## config.mk

```make
export PLATFORM = sky130hd
export DESIGN_NAME = pwm_updown_gen
export DESIGN_NICKNAME = d
export VERILOG_FILES = /design/src/rtl/pwm_ud_pkg.sv /design/src/rtl/pwm_duty_reg.sv /design/src/rtl/pwm_ud_counter.sv /design/src/rtl/pwm_phase_tff.sv /design/src/rtl/pwm_updown_gen.sv
export SDC_FILE = /design/constraint.sdc
export NUM_CORES = 1
export LEC_CHECK = 0
export CORE_UTILIZATION = 58
export CTS_CLUSTER_DIAMETER = 120
export DETAILED_ROUTE_END_ITERATION = 6
export DONT_BUFFER_PORTS = 1
export PLACE_DENSITY = 0.74
export SYNTH_ARGS = -nofsm -noshare
export SYNTH_HDL_FRONTEND = slang
export SYNTH_SLANG_ARGS = --single-unit
```

## constraint.sdc

```tcl
create_clock -name clk -period 8.1 [get_ports clk]
set_input_delay 1.62 -clock clk [delete_from_list [all_inputs] [get_ports clk]]
set_output_delay 1.62 -clock clk [all_outputs]
set_load 0.03 [all_outputs]
```

## src/rtl/pwm_ud_pkg.sv

```systemverilog
package pwm_ud_pkg;

    localparam int unsigned DEF_WIDTH = 16;

    // Phase of the modulator: mark counts down, space counts up.
    typedef enum logic {
        PH_MARK  = 1'b0,
        PH_SPACE = 1'b1
    } phase_e;

    // Registered state of the phase stage.
    typedef struct packed {
        phase_e phase;
        logic   level;
    } phase_state_t;

    function automatic phase_e flip_phase(input phase_e p);
        return (p == PH_MARK) ? PH_SPACE : PH_MARK;
    endfunction

endpackage

```

## src/rtl/pwm_duty_reg.sv

```systemverilog
module pwm_duty_reg #(
    parameter int unsigned W = pwm_ud_pkg::DEF_WIDTH
) (
    input  logic         clk,
    input  logic         rst,
    input  logic         wr_en,
    input  logic [W-1:0] wr_data,
    output logic [W-1:0] duty_q
);

    always_ff @(posedge clk) begin
        if (rst)        duty_q <= '0;
        else if (wr_en) duty_q <= wr_data;
    end

    // a strobe stores the presented word
    p_store_r2: assert property (@(posedge clk) disable iff (rst)
        wr_en |=> duty_q == $past(wr_data));

    // without a strobe the word holds
    p_hold_r2: assert property (@(posedge clk) disable iff (rst)
        !wr_en |=> $stable(duty_q));

endmodule

```

## src/rtl/pwm_ud_counter.sv

```systemverilog
module pwm_ud_counter
    import pwm_ud_pkg::*;
#(
    parameter int unsigned W = DEF_WIDTH
) (
    input  logic         clk,
    input  logic         rst,
    input  phase_e       dir_i,
    input  logic         reload_i,
    input  logic [W-1:0] load_val_i,
    output logic [W-1:0] count_o,
    output logic [W-1:0] count_next_o,
    output logic         term_o
);

    localparam logic [W-1:0] FULL = '1;
    localparam logic [W-1:0] ONE  = W'(1);

    logic [W-1:0] count_q;
    logic [W-1:0] count_d;

    // The mark phase ends on count one, or at once when the word is zero,
    // so a mark lasts exactly D cycles. The space phase ends at full scale.
    always_comb begin
        if (dir_i == PH_SPACE) term_o = (count_q == FULL);
        else                   term_o = (count_q <= ONE);
    end

    always_comb begin
        if (rst)                   count_d = '0;
        else if (reload_i)         count_d = load_val_i;
        else if (dir_i == PH_MARK) count_d = count_q - ONE;
        else                       count_d = count_q + ONE;
    end

    always_ff @(posedge clk) begin
        count_q <= count_d;
    end

    assign count_o      = count_q;
    assign count_next_o = count_d;

    // every reload takes the stored duty word
    p_reload_r3: assert property (@(posedge clk) disable iff (rst)
        reload_i |=> count_q == $past(load_val_i));

    // a single down step per mark cycle
    p_down_step_r6: assert property (@(posedge clk) disable iff (rst)
        (!reload_i && dir_i == PH_MARK) |=> count_q == $past(count_q) - ONE);

    // a single up step per space cycle
    p_up_step_r6: assert property (@(posedge clk) disable iff (rst)
        (!reload_i && dir_i == PH_SPACE) |=> count_q == $past(count_q) + ONE);

endmodule

```

## src/rtl/pwm_phase_tff.sv

```systemverilog
module pwm_phase_tff
    import pwm_ud_pkg::*;
#(
    parameter int unsigned W = DEF_WIDTH
) (
    input  logic         clk,
    input  logic         rst,
    input  logic         term_i,
    input  logic [W-1:0] count_next_i,
    output phase_e       phase_o,
    output logic         level_o
);

    phase_state_t st_q;
    phase_state_t st_d;

    always_comb begin
        if (rst) begin
            st_d.phase = PH_MARK;
            st_d.level = 1'b0;
        end else begin
            st_d.phase = term_i ? flip_phase(st_q.phase) : st_q.phase;
            st_d.level = (st_d.phase == PH_MARK) && (count_next_i != '0);
        end
    end

    always_ff @(posedge clk) begin
        st_q <= st_d;
    end

    assign phase_o = st_q.phase;
    assign level_o = st_q.level;

    // the phase flips after each terminal count
    p_toggle_r5: assert property (@(posedge clk) disable iff (rst)
        term_i |=> st_q.phase != $past(st_q.phase));

    // the phase holds without a terminal count
    p_keep_r5: assert property (@(posedge clk) disable iff (rst)
        !term_i |=> $stable(st_q.phase));

endmodule

```

## src/rtl/pwm_updown_gen.sv

```systemverilog
module pwm_updown_gen
    import pwm_ud_pkg::*;
#(
    parameter int unsigned W = DEF_WIDTH
) (
    input  logic         clk,
    input  logic         rst,
    input  logic         wr_en,
    input  logic [W-1:0] wr_data,
    output logic         pwm_o,
    output logic         term_o
);

    logic [W-1:0] duty;
    logic [W-1:0] count;
    logic [W-1:0] count_next;
    logic         term;
    phase_e       phase;
    logic         level;

    pwm_duty_reg #(.W(W)) u_duty (
        .clk     (clk),
        .rst     (rst),
        .wr_en   (wr_en),
        .wr_data (wr_data),
        .duty_q  (duty)
    );

    pwm_ud_counter #(.W(W)) u_ctr (
        .clk          (clk),
        .rst          (rst),
        .dir_i        (phase),
        .reload_i     (term),
        .load_val_i   (duty),
        .count_o      (count),
        .count_next_o (count_next),
        .term_o       (term)
    );

    pwm_phase_tff #(.W(W)) u_phase (
        .clk          (clk),
        .rst          (rst),
        .term_i       (term),
        .count_next_i (count_next),
        .phase_o      (phase),
        .level_o      (level)
    );

    assign pwm_o  = level;
    assign term_o = term;

    // output high only in the mark phase
    p_mark_only_r10: assert property (@(posedge clk) disable iff (rst)
        pwm_o |-> phase == PH_MARK);

    // a zero word in the space phase never leads to a high output
    p_zero_quiet_r8: assert property (@(posedge clk) disable iff (rst)
        (phase == PH_SPACE && duty == '0 && !wr_en) |=> !pwm_o);

    // counter and phase are cleared when reset has just been applied
    p_reset_state_r1: assert property (@(posedge clk)
        $past(rst) |-> (count == '0 && phase == PH_MARK && !pwm_o));

endmodule

```

==> report_table.html, run 1 <==
<table>
<tr><th>Metric</th><th>Value</th></tr>
<tr><th colspan="2">Detailed routing</th></tr>
<tr><td>Average detailed-routed wire length per instance</td><td>16.0 um</td></tr>
<tr><td>Starting DRT DRC Count</td><td>105</td></tr>
<tr><td>Via count</td><td>1472</td></tr>
<tr><td>Remaining routing DRC violations</td><td>0</td></tr>
<tr><td>Number of detailed-route iterations in the first pass</td><td>4</td></tr>
<tr><td>Vias per cell</td><td>6.13</td></tr>
<tr><td>Final routed wirelength across all metal layers</td><td>3.83 mm</td></tr>
<tr><td>Final antenna-violating net count</td><td>0</td></tr>
<tr><th colspan="2">Timing</th></tr>
<tr><td>RSZ-0062 raised after global routing</td><td>false</td></tr>
<tr><td>Worst-case headroom to the max-slew limit</td><td>0.542</td></tr>
<tr><td>Fin. max-slew vios</td><td>0</td></tr>
<tr><td>Fraction of the cycle the final worst path needs</td><td>0.533</td></tr>
<tr><td>F_max</td><td>231 MHz</td></tr>
<tr><td>Worst clock skew</td><td>14.8 ps</td></tr>
<tr><td>Number of setup violations in the final report</td><td>0</td></tr>
<tr><td>Total Neg Setup Slack</td><td>0 ps</td></tr>
<tr><td>Number of endpoints with negative hold slack in the final report</td><td>0</td></tr>
<tr><td>Final Critical Period</td><td>4320 ps</td></tr>
<tr><td>Setup slack of the critical path after layout</td><td>3780 ps</td></tr>
<tr><td>Least-Margin Pin Slew</td><td>686 ps</td></tr>
<tr><th colspan="2">Setup path</th></tr>
<tr><td>Sequence of cells on the critical path</td><td>nand4_1, nor4_1, a21oi_1, buf_4, clkinv_1</td></tr>
<tr><td>Number of stages on the worst setup path</td><td>5</td></tr>
<tr><td>R2r setup slk</td><td>4740 ps</td></tr>
<tr><td>Worst path slowest cell</td><td>sky130_fd_sc_hd__dfxtp_1</td></tr>
<tr><td>Count of cells along the worst register-to-register path</td><td>7</td></tr>
<tr><td>Worst setup SP type</td><td>register</td></tr>
<tr><td>Critical path start-end classification</td><td>reg2out</td></tr>
<tr><td>Arrival time of data at the critical path endpoint</td><td>2700 ps</td></tr>
<tr><td>Maximum net fanout on the critical path</td><td>24</td></tr>
<tr><td>Cell type group with the largest total delay on the critical path</td><td>simple AND/OR/NAND/NOR gates</td></tr>
<tr><td>Critical path endpoint category</td><td>output port</td></tr>
<tr><td>Crit path buf inv count</td><td>2</td></tr>
<tr><td>Required time of the worst setup path</td><td>6480 ps</td></tr>
<tr><td>Worst stage delay on the critical path</td><td>780 ps</td></tr>
<tr><th colspan="2">Placement</th></tr>
<tr><td>RD Place Congestion</td><td>0.784</td></tr>
<tr><td>Port Buffers</td><td>0</td></tr>
<tr><td>Setup WS pre-CTS</td><td>4220 ps</td></tr>
<tr><td>Detail Placement HPWL</td><td>2.67 mm</td></tr>
<tr><td>Count of placed standard cells including taps</td><td>232</td></tr>
<tr><th colspan="2">Die</th></tr>
<tr><td>Die extent in y</td><td>57.3 um</td></tr>
<tr><td>Die footprint</td><td>3290 sq um</td></tr>
<tr><td>Number of core rows</td><td>19</td></tr>
<tr><td>Placeable core region</td><td>2830 sq um</td></tr>
<tr><td>Width of the chip</td><td>57.3 um</td></tr>
<tr><td>Effective utilization at floorplan</td><td>0.628</td></tr>
<tr><td>I/O pin cnt</td><td>21</td></tr>
<tr><th colspan="2">Global routing</th></tr>
<tr><td>Grt peak-use layer</td><td>met1</td></tr>
<tr><td>Wire length of the first global-routing pass</td><td>6.26 mm</td></tr>
<tr><td>Global route overflow</td><td>0</td></tr>
<tr><td>Met3 track demand over resource</td><td>0.0680</td></tr>
<tr><td>Via count of the first global-routing pass</td><td>1317</td></tr>
<tr><td>Initial antenna violation count</td><td>0</td></tr>
<tr><td>Largest net degree at the start of global routing</td><td>36</td></tr>
<tr><td>Total routing usage reported by global routing</td><td>0.252</td></tr>
<tr><td>Global-route met2 utilization</td><td>0.344</td></tr>
<tr><td>Grt met1 use</td><td>0.368</td></tr>
<tr><th colspan="2">Cells and area</th></tr>
<tr><td># nets final</td><td>230</td></tr>
<tr><td>Fraction of layout cells with a size suffix above 1</td><td>0.0670</td></tr>
<tr><td>Area overhead of the layout relative to synthesis</td><td>4.23%</td></tr>
<tr><td>Number of non-filler instances in the completed layout</td><td>240</td></tr>
<tr><td>Count of inserted antenna diode cells</td><td>0</td></tr>
<tr><th colspan="2">Clocking</th></tr>
<tr><td>Clock network latency to the later pin of the worst-skew pair</td><td>350 ps</td></tr>
<tr><td>Maximum number of buffers from clock root to sink</td><td>2</td></tr>
<tr><td>Number of levels in the clock H-tree</td><td>2</td></tr>
<tr><td>CTS Root Cell</td><td>sky130_fd_sc_hd__clkbuf_4</td></tr>
<tr><td>CTS tree</td><td>yes</td></tr>
<tr><td>Cts hold-fix bufs</td><td>0</td></tr>
<tr><td>Clock-pin slew reported for the worst setup and hold paths after clock tree synthesis</td><td>110 ps</td></tr>
<tr><td>Clock tree sinks</td><td>34</td></tr>
<tr><td>Buffer count from post-CTS setup fixing</td><td>0</td></tr>
<tr><td>Resized Gates After CTS</td><td>0</td></tr>
<tr><td>Number of buffers created by CTS</td><td>5</td></tr>
<tr><th colspan="2">Synth</th></tr>
<tr><td>Main combinational cell family by area after synthesis</td><td>simple AND/OR/NAND/NOR gates</td></tr>
<tr><td>Total of warnings raised by yosys</td><td>0</td></tr>
<tr><td>Net count after synthesis</td><td>234</td></tr>
<tr><td>Post-synthesis cell count</td><td>212</td></tr>
<tr><td>Simple logic cell fraction of the synthesized area</td><td>0.269</td></tr>
<tr><td>Synthesized area</td><td>1780 sq um</td></tr>
<tr><td>Netlist cell types</td><td>37</td></tr>
<tr><td>Proportion of register bits with asynchronous set or reset after synthesis</td><td>0</td></tr>
<tr><td>Fraction of the yosys area taken by sequential cells</td><td>0.383</td></tr>
<tr><td>Top flip-flop cell by instance count after synthesis</td><td>sky130_fd_sc_hd__dfxtp_1</td></tr>
<tr><td>Multiplexer fraction of the synthesized cell area</td><td>0.101</td></tr>
<tr><td>Compound-cell area share of the yosys netlist</td><td>0.127</td></tr>
<tr><td>Number of flip-flops and latches in the synthesized netlist</td><td>34</td></tr>
<tr><td>Adder-Cell Fraction of Synth Area</td><td>0.0211</td></tr>
<tr><td>Number of enable flip-flop cells after synthesis</td><td>0</td></tr>
<tr><td>Xor and xnor fraction of the mapped netlist area</td><td>0.0641</td></tr>
<tr><td>Syn_area_per_cell</td><td>8.38 sq um</td></tr>
<tr><th colspan="2">Power and ir drop</th></tr>
<tr><td>Reported net switching power</td><td>0.000331 W</td></tr>
<tr><td>Int Power</td><td>0.000442 W</td></tr>
<tr><td>Combinational share of power</td><td>0.483</td></tr>
<tr><td>Pwr dens</td><td>417 nW/um^2</td></tr>
<tr><td>Part of the power in registers</td><td>0.358</td></tr>
<tr><td>Switching power as a share of total power</td><td>0.428</td></tr>
<tr><td>Power Total</td><td>0.000773 W</td></tr>
<tr><td>Leakage power figure</td><td>0.751 nW</td></tr>
<tr><td>Highest ir drop seen on vdd</td><td>0.177 mV</td></tr>
<tr><td>Clock network fraction of total power</td><td>0.159</td></tr>
<tr><th colspan="2">Flow run</th></tr>
<tr><td>Reported max-cap violation count</td><td>0</td></tr>
<tr><th colspan="2">Status</th></tr>
<tr><td>Run status</td><td>finished clean</td></tr>
<tr><th colspan="2">Hold path</th></tr>
<tr><td>Number of cells on the worst hold path</td><td>2</td></tr>
<tr><td>Worst min-delay path category</td><td>reg2reg</td></tr>
</table>
==> state kept, by name (all words and copies together), names as in the netlist <==
signal and cells:
u_phase.phase_o 1, u_ctr.count_o 16, u_duty.duty_q 16, u_phase.level_o 1
==> power by group through the flow <==
stage | combinational (W) | sequential [W] | clock [W]
detailed placement | 0.000367 | 0.000279 | 0
global placement | 0.000362 | 0.000275 | 0
finish | 0.000373 | 0.000277 | 0.000123
floorplan | 0.000326 | 0.000251 | 0
CTS | 0.000371 | 0.000275 | 0.000125
global route | 0.000414 | 0.000285 | 0.000131
==> through the flow <==
stage	hold WS [ps]	util	area, sq um
2_1_floorplan	448	-	1780
3_3_place_gp	472	0.628	1780
3_5_place_dp	468	0.628	1780
4_1_cts	489	0.655	1850
5_1_grt	508	0.655	1850
6_report	491	0.655	1850
==> synth_stat cells, drive strengths merged (2+ instances only) <==
cell	n	area (sq um)
a31oi	2	12.5
xor2	6	52.6
o22ai	4	25.0
a21oi	12	60.1
o32ai	2	25.0
nor4	3	18.8
inv	3	11.3
nor2	29	109
nor3	9	45.0
o21ai	2	10.0
mux2i	18	180
nor2b	2	12.5
and3	4	25.0
dfxtp	34	681
buf	4	16.3
clkbuf	8	30.0
a211oi	8	65.1
nand4	5	31.3
nand2	21	78.8
xnor2	7	61.3
nand3	6	30.0
or4	6	52.6
a22oi	2	20.0
or4b	2	20.0
or3	5	31.3
ha	3	37.5
==> worst reg2reg max path, stage by stage, from the launching register on <==
cell and delay, ps:
sky130_fd_sc_hd__dfxtp_1 540, sky130_fd_sc_hd__or4_4 670, sky130_fd_sc_hd__o32ai_2 470, sky130_fd_sc_hd__xor2_1 170, sky130_fd_sc_hd__or4b_1 570, sky130_fd_sc_hd__or4_1 420, sky130_fd_sc_hd__a211oi_1 300, sky130_fd_sc_hd__a31oi_1 120
==> placed cells by master, fill, tap and decap left out, types with 2 or more instances in the layout <==
cell / Yosys / final
sky130_fd_sc_hd__inv_1: 3 / 3
sky130_fd_sc_hd__nand2_1: 21 / 21
sky130_fd_sc_hd__and3_1: 4 / 4
sky130_fd_sc_hd__or4_4: 2 / 2
sky130_fd_sc_hd__a211oi_1: 7 / 7
sky130_fd_sc_hd__o22ai_1: 4 / 4
sky130_fd_sc_hd__o21ai_0: 2 / 2
sky130_fd_sc_hd__a31oi_1: 2 / 2
sky130_fd_sc_hd__dfxtp_1: 34 / 34
sky130_fd_sc_hd__nor4_1: 3 / 3
sky130_fd_sc_hd__mux2i_1: 18 / 18
sky130_fd_sc_hd__xnor2_1: 7 / 7
sky130_fd_sc_hd__or3_1: 5 / 5
sky130_fd_sc_hd__nor2b_1: 2 / 2
sky130_fd_sc_hd__nor2_1: 29 / 29
sky130_fd_sc_hd__nand4_1: 5 / 5
sky130_fd_sc_hd__xor2_1: 6 / 6
sky130_fd_sc_hd__ha_1: 3 / 3
sky130_fd_sc_hd__nor3_1: 9 / 9
sky130_fd_sc_hd__clkbuf_4: 0 / 5
sky130_fd_sc_hd__nand3_1: 6 / 6
sky130_fd_sc_hd__or4_1: 4 / 4
sky130_fd_sc_hd__clkbuf_1: 8 / 2
sky130_fd_sc_hd__a21oi_1: 12 / 12
==> kinds of logic (layout without fill, tap and decap cells) <==
logic type | after synthesis | after routing
DFF | 34 | 34
buffers and inverters | 16 | 13
adders and majority gates | 3 | 3
xor gates and xnor gates | 13 | 13
muxes | 18 | 18
and+or+nand+nor | 95 | 95
AOI/OAI and AO/OA | 33 | 33
==> layout make-up <==
type	count	area [sq um]
sequential	34	681
timing repair buffer	1	7.51
inverter	4	15.0
clock inverter	1	30.0
fill	250	977
tap	31	38.8
clock buffer	7	45.0
multi-input combinational	162	1030
==> path summary, 6_finish.rpt <==
kind,to,start
setup / recovery,term_o,u_phase.phase_o
hold / removal,u_ctr.count_o[4],u_duty.duty_q[4]
setup reg to reg,u_phase.level_o,u_phase.phase_o
hold reg to reg,u_ctr.count_o[4],u_duty.duty_q[4]
==> per-layer routing <==
| layer | share of wire | wire (um) | up-vias |
|---|---|---|---|
| met5 | 0 | 0 | - |
| met4 | 0.016 | 61 | 0 |
| met1 | 0.49 | 1870 | 668 |
| met2 | 0.45 | 1710 | 43 |
| li1 | - | - | 753 |
| met3 | 0.051 | 196 | 8 |
Power figures use the tool's default switching activity.
==> run 2: changes to the inputs <==
--- a/config.mk
+++ b/config.mk
@@ -5,7 +5,7 @@
 export SDC_FILE = /design/constraint.sdc
 export NUM_CORES = 1
 export LEC_CHECK = 0
-export CORE_UTILIZATION = 58
+export CORE_UTILIZATION = 56
 export CTS_CLUSTER_DIAMETER = 120
 export DETAILED_ROUTE_END_ITERATION = 6
 export DONT_BUFFER_PORTS = 1
==> constraint.sdc (replaced) <==
create_clock -name clk -period 3.71 [get_ports clk]
set_input_delay 0.742 -clock clk [delete_from_list [all_inputs] [get_ports clk]]
set_output_delay 0.742 -clock clk [all_outputs]
set_load 0.03 [all_outputs]
==> run 2 against run 1 <==
  * Via count is 2.6% higher
  * Largest power group unchanged
  * Largest cell class unchanged
  * Sequential cell count unchanged
  * Critical path type unchanged
  * First-iteration DRC count shrank 27%
  * Setup slack got worse by 3100 ps
  * Utilization fell by 4.5 points
  * Combinational power up 130%
  * Highest routed layer unchanged
==> report_table.html, run 2 (synthesis gave the netlist of run 1 again) <==
<table>
<tr><th>Metric</th><th>Value</th></tr>
<tr><th colspan="2">Status</th></tr>
<tr><td>Run status</td><td>finished clean</td></tr>
<tr><th colspan="2">Detailed routing</th></tr>
<tr><td>Average detailed-routed wire length per instance</td><td>14.8 um</td></tr>
<tr><td>Final routed wirelength across all metal layers</td><td>3.74 mm</td></tr>
<tr><td>Number of detailed-route iterations in the first pass</td><td>4</td></tr>
<tr><td>Starting DRT DRC Count</td><td>77</td></tr>
<tr><td>Remaining routing DRC violations</td><td>0</td></tr>
<tr><td>Vias per cell</td><td>5.97</td></tr>
<tr><td>Via count</td><td>1511</td></tr>
<tr><td>Final antenna-violating net count</td><td>0</td></tr>
<tr><th colspan="2">Setup path</th></tr>
<tr><td>R2r setup slk</td><td>780 ps</td></tr>
<tr><td>Arrival time of data at the critical path endpoint</td><td>2280 ps</td></tr>
<tr><td>Required time of the worst setup path</td><td>2970 ps</td></tr>
<tr><td>Maximum net fanout on the critical path</td><td>10</td></tr>
<tr><td>Critical path endpoint category</td><td>output port</td></tr>
<tr><td>Critical path start-end classification</td><td>reg2out</td></tr>
<tr><td>Worst setup SP type</td><td>register</td></tr>
<tr><th colspan="2">Timing</th></tr>
<tr><td>Number of setup violations in the final report</td><td>0</td></tr>
<tr><td>Final Critical Period</td><td>3020 ps</td></tr>
<tr><td>Number of endpoints with negative hold slack in the final report</td><td>0</td></tr>
<tr><td>Fraction of the cycle the final worst path needs</td><td>0.814</td></tr>
<tr><td>Least-Margin Pin Slew</td><td>553 ps</td></tr>
<tr><td>Worst-case headroom to the max-slew limit</td><td>0.628</td></tr>
<tr><td>RSZ-0062 raised after global routing</td><td>false</td></tr>
<tr><td>F_max</td><td>331 MHz</td></tr>
<tr><td>Fin. max-slew vios</td><td>0</td></tr>
<tr><td>Worst clock skew</td><td>7.91 ps</td></tr>
<tr><td>Total Neg Setup Slack</td><td>0 ps</td></tr>
<tr><th colspan="2">Power and ir drop</th></tr>
<tr><td>Combinational share of power</td><td>0.527</td></tr>
<tr><td>Clock network fraction of total power</td><td>0.109</td></tr>
<tr><td>Leakage power figure</td><td>0.742 nW</td></tr>
<tr><td>Part of the power in registers</td><td>0.364</td></tr>
<tr><td>Switching power as a share of total power</td><td>0.442</td></tr>
<tr><td>Highest ir drop seen on vdd</td><td>0.418 mV</td></tr>
<tr><td>Reported net switching power</td><td>0.000712 W</td></tr>
<tr><td>Int Power</td><td>0.000899 W</td></tr>
<tr><td>Pwr dens</td><td>873 nW/um^2</td></tr>
<tr><th colspan="2">Placement</th></tr>
<tr><td>Count of placed standard cells including taps</td><td>246</td></tr>
<tr><td>Port Buffers</td><td>0</td></tr>
<tr><td>RD Place Congestion</td><td>0.957</td></tr>
<tr><td>Cell area after placement</td><td>1800 sq um</td></tr>
<tr><td>Detail Placement HPWL</td><td>2.76 mm</td></tr>
<tr><th colspan="2">Clocking</th></tr>
<tr><td>Cts hold-fix bufs</td><td>0</td></tr>
<tr><td>Clock-pin slew reported for the worst setup and hold paths after clock tree synthesis</td><td>90 ps</td></tr>
<tr><td>CTS Root Cell</td><td>sky130_fd_sc_hd__clkbuf_4</td></tr>
<tr><td>Number of levels in the clock H-tree</td><td>2</td></tr>
<tr><td>CTS tree</td><td>yes</td></tr>
<tr><td>Buffer count from post-CTS setup fixing</td><td>0</td></tr>
<tr><td>Maximum number of buffers from clock root to sink</td><td>2</td></tr>
<tr><td>Resized Gates After CTS</td><td>0</td></tr>
<tr><td>Clock network latency to the later pin of the worst-skew pair</td><td>320 ps</td></tr>
<tr><td>Number of buffers created by CTS</td><td>5</td></tr>
<tr><td>Clock tree sinks</td><td>34</td></tr>
<tr><th colspan="2">Hold path</th></tr>
<tr><td>Worst min-delay path category</td><td>reg2reg</td></tr>
<tr><th colspan="2">Global routing</th></tr>
<tr><td>Grt met1 use</td><td>0.322</td></tr>
<tr><td>Wire length of the first global-routing pass</td><td>6.19 mm</td></tr>
<tr><td>Via count of the first global-routing pass</td><td>1388</td></tr>
<tr><td>Global-route met2 utilization</td><td>0.376</td></tr>
<tr><td>Initial antenna violation count</td><td>0</td></tr>
<tr><td>Met3 track demand over resource</td><td>0.0330</td></tr>
<tr><td>Total routing usage reported by global routing</td><td>0.236</td></tr>
<tr><td>Grt peak-use layer</td><td>met2</td></tr>
<tr><td>Largest net degree at the start of global routing</td><td>36</td></tr>
<tr><td>Global route overflow</td><td>0</td></tr>
<tr><th colspan="2">Die</th></tr>
<tr><td>Effective utilization at floorplan</td><td>0.587</td></tr>
<tr><td>Die extent in y</td><td>58.3 um</td></tr>
<tr><td>I/O pin cnt</td><td>21</td></tr>
<tr><td>Width of the chip</td><td>58.3 um</td></tr>
<tr><td>Number of core rows</td><td>20</td></tr>
<tr><td>Die footprint</td><td>3400 sq um</td></tr>
<tr><td>Placeable core region</td><td>3030 sq um</td></tr>
<tr><th colspan="2">Flow run</th></tr>
<tr><td>Reported max-cap violation count</td><td>0</td></tr>
<tr><th colspan="2">Cells and area</th></tr>
<tr><td># nets final</td><td>231</td></tr>
<tr><td>Most common library cell in the layout ignoring fill and taps</td><td>sky130_fd_sc_hd__dfxtp_1</td></tr>
<tr><td>Area overhead of the layout relative to synthesis</td><td>3.87%</td></tr>
<tr><td>Fraction of layout cells with a size suffix above 1</td><td>0.0670</td></tr>
<tr><td>Post-route cell area</td><td>1850 sq um</td></tr>
<tr><td>Post-layout utilization of the core</td><td>0.610</td></tr>
<tr><td>Filler instances</td><td>267</td></tr>
<tr><td>Leading cell types in the layout, fill and taps excluded</td><td>sky130_fd_sc_hd__dfxtp_1 (34), sky130_fd_sc_hd__nor2_1 (29), sky130_fd_sc_hd__nand2_1 (21), sky130_fd_sc_hd__mux2i_1 (18), sky130_fd_sc_hd__a21oi_1 (12)</td></tr>
<tr><td>Number of non-filler instances in the completed layout</td><td>253</td></tr>
<tr><td>Count of inserted antenna diode cells</td><td>0</td></tr>
</table>
[run 2: changes by cell type in the layout (fill, tap and decap cells not counted)]
cell                        previous run  this run
sky130_fd_sc_hd__buf_4                 1         2
sky130_fd_sc_hd__bufinv_16             1         0
[run 2: path summary, 6_finish.rpt]
check,from,to,depth (start not counted)
hold reg to reg,u_duty.duty_q[1],u_ctr.count_o[1],2
setup / recovery,u_ctr.count_o[0],term_o,5
hold / removal,u_duty.duty_q[1],u_ctr.count_o[1],2
setup reg to reg,u_ctr.count_o[4],u_phase.level_o,7
[run 2: final cells by class]
cell class                 instances  area (sq um)  share of cell area
inverter                           4          15.0             0.00814
sequential                        34           681               0.369
clock buffer                       7          45.0              0.0244
multi-input combinational        162          1030               0.561
timing repair buffer               2          15.0             0.00814
tap                               44          55.1              0.0298
[run 2: through the flow]
| stage | power, W | hold WS, ps | setup WS, ps |
|---|---|---|---|
| final | 0.00161 | 471 | 692 |
| after global routing | 0.00174 | 465 | 432 |
| after CTS | 0.00161 | 466 | 686 |
| after detailed placement | 0.00143 | 462 | 821 |
| after global placement | 0.00141 | 462 | 918 |
| after floorplan | 0.00126 | 448 | 1060 |
[run 2: worst max-delay path, cell delays in order (launching register included)]
cell and delay, ps:
sky130_fd_sc_hd__dfxtp_1 470, sky130_fd_sc_hd__ha_1 220, sky130_fd_sc_hd__nand4_1 230, sky130_fd_sc_hd__nor4_1 590, sky130_fd_sc_hd__a21oi_1 140, sky130_fd_sc_hd__clkinv_1 310
[run 2: per-layer routing]
| metal | share of wire | up-vias | routed length, um |
|---|---|---|---|
| met5 | 0 | - | 0 |
| met4 | 0.011 | 0 | 40 |
| met3 | 0.040 | 5 | 149 |
| met2 | 0.47 | 45 | 1770 |
| met1 | 0.48 | 706 | 1780 |
| li1 | - | 755 | - |
[run 2: power groups by stage]
stage	registers (W)	logic, W	clock network (W)
floorplan	0.000547	0.000712	0
global placement	0.000580	0.000828	0
detailed placement	0.000591	0.000837	0
CTS	0.000582	0.000844	0.000182
global route	0.000595	0.000950	0.000194
finish	0.000586	0.000849	0.000176
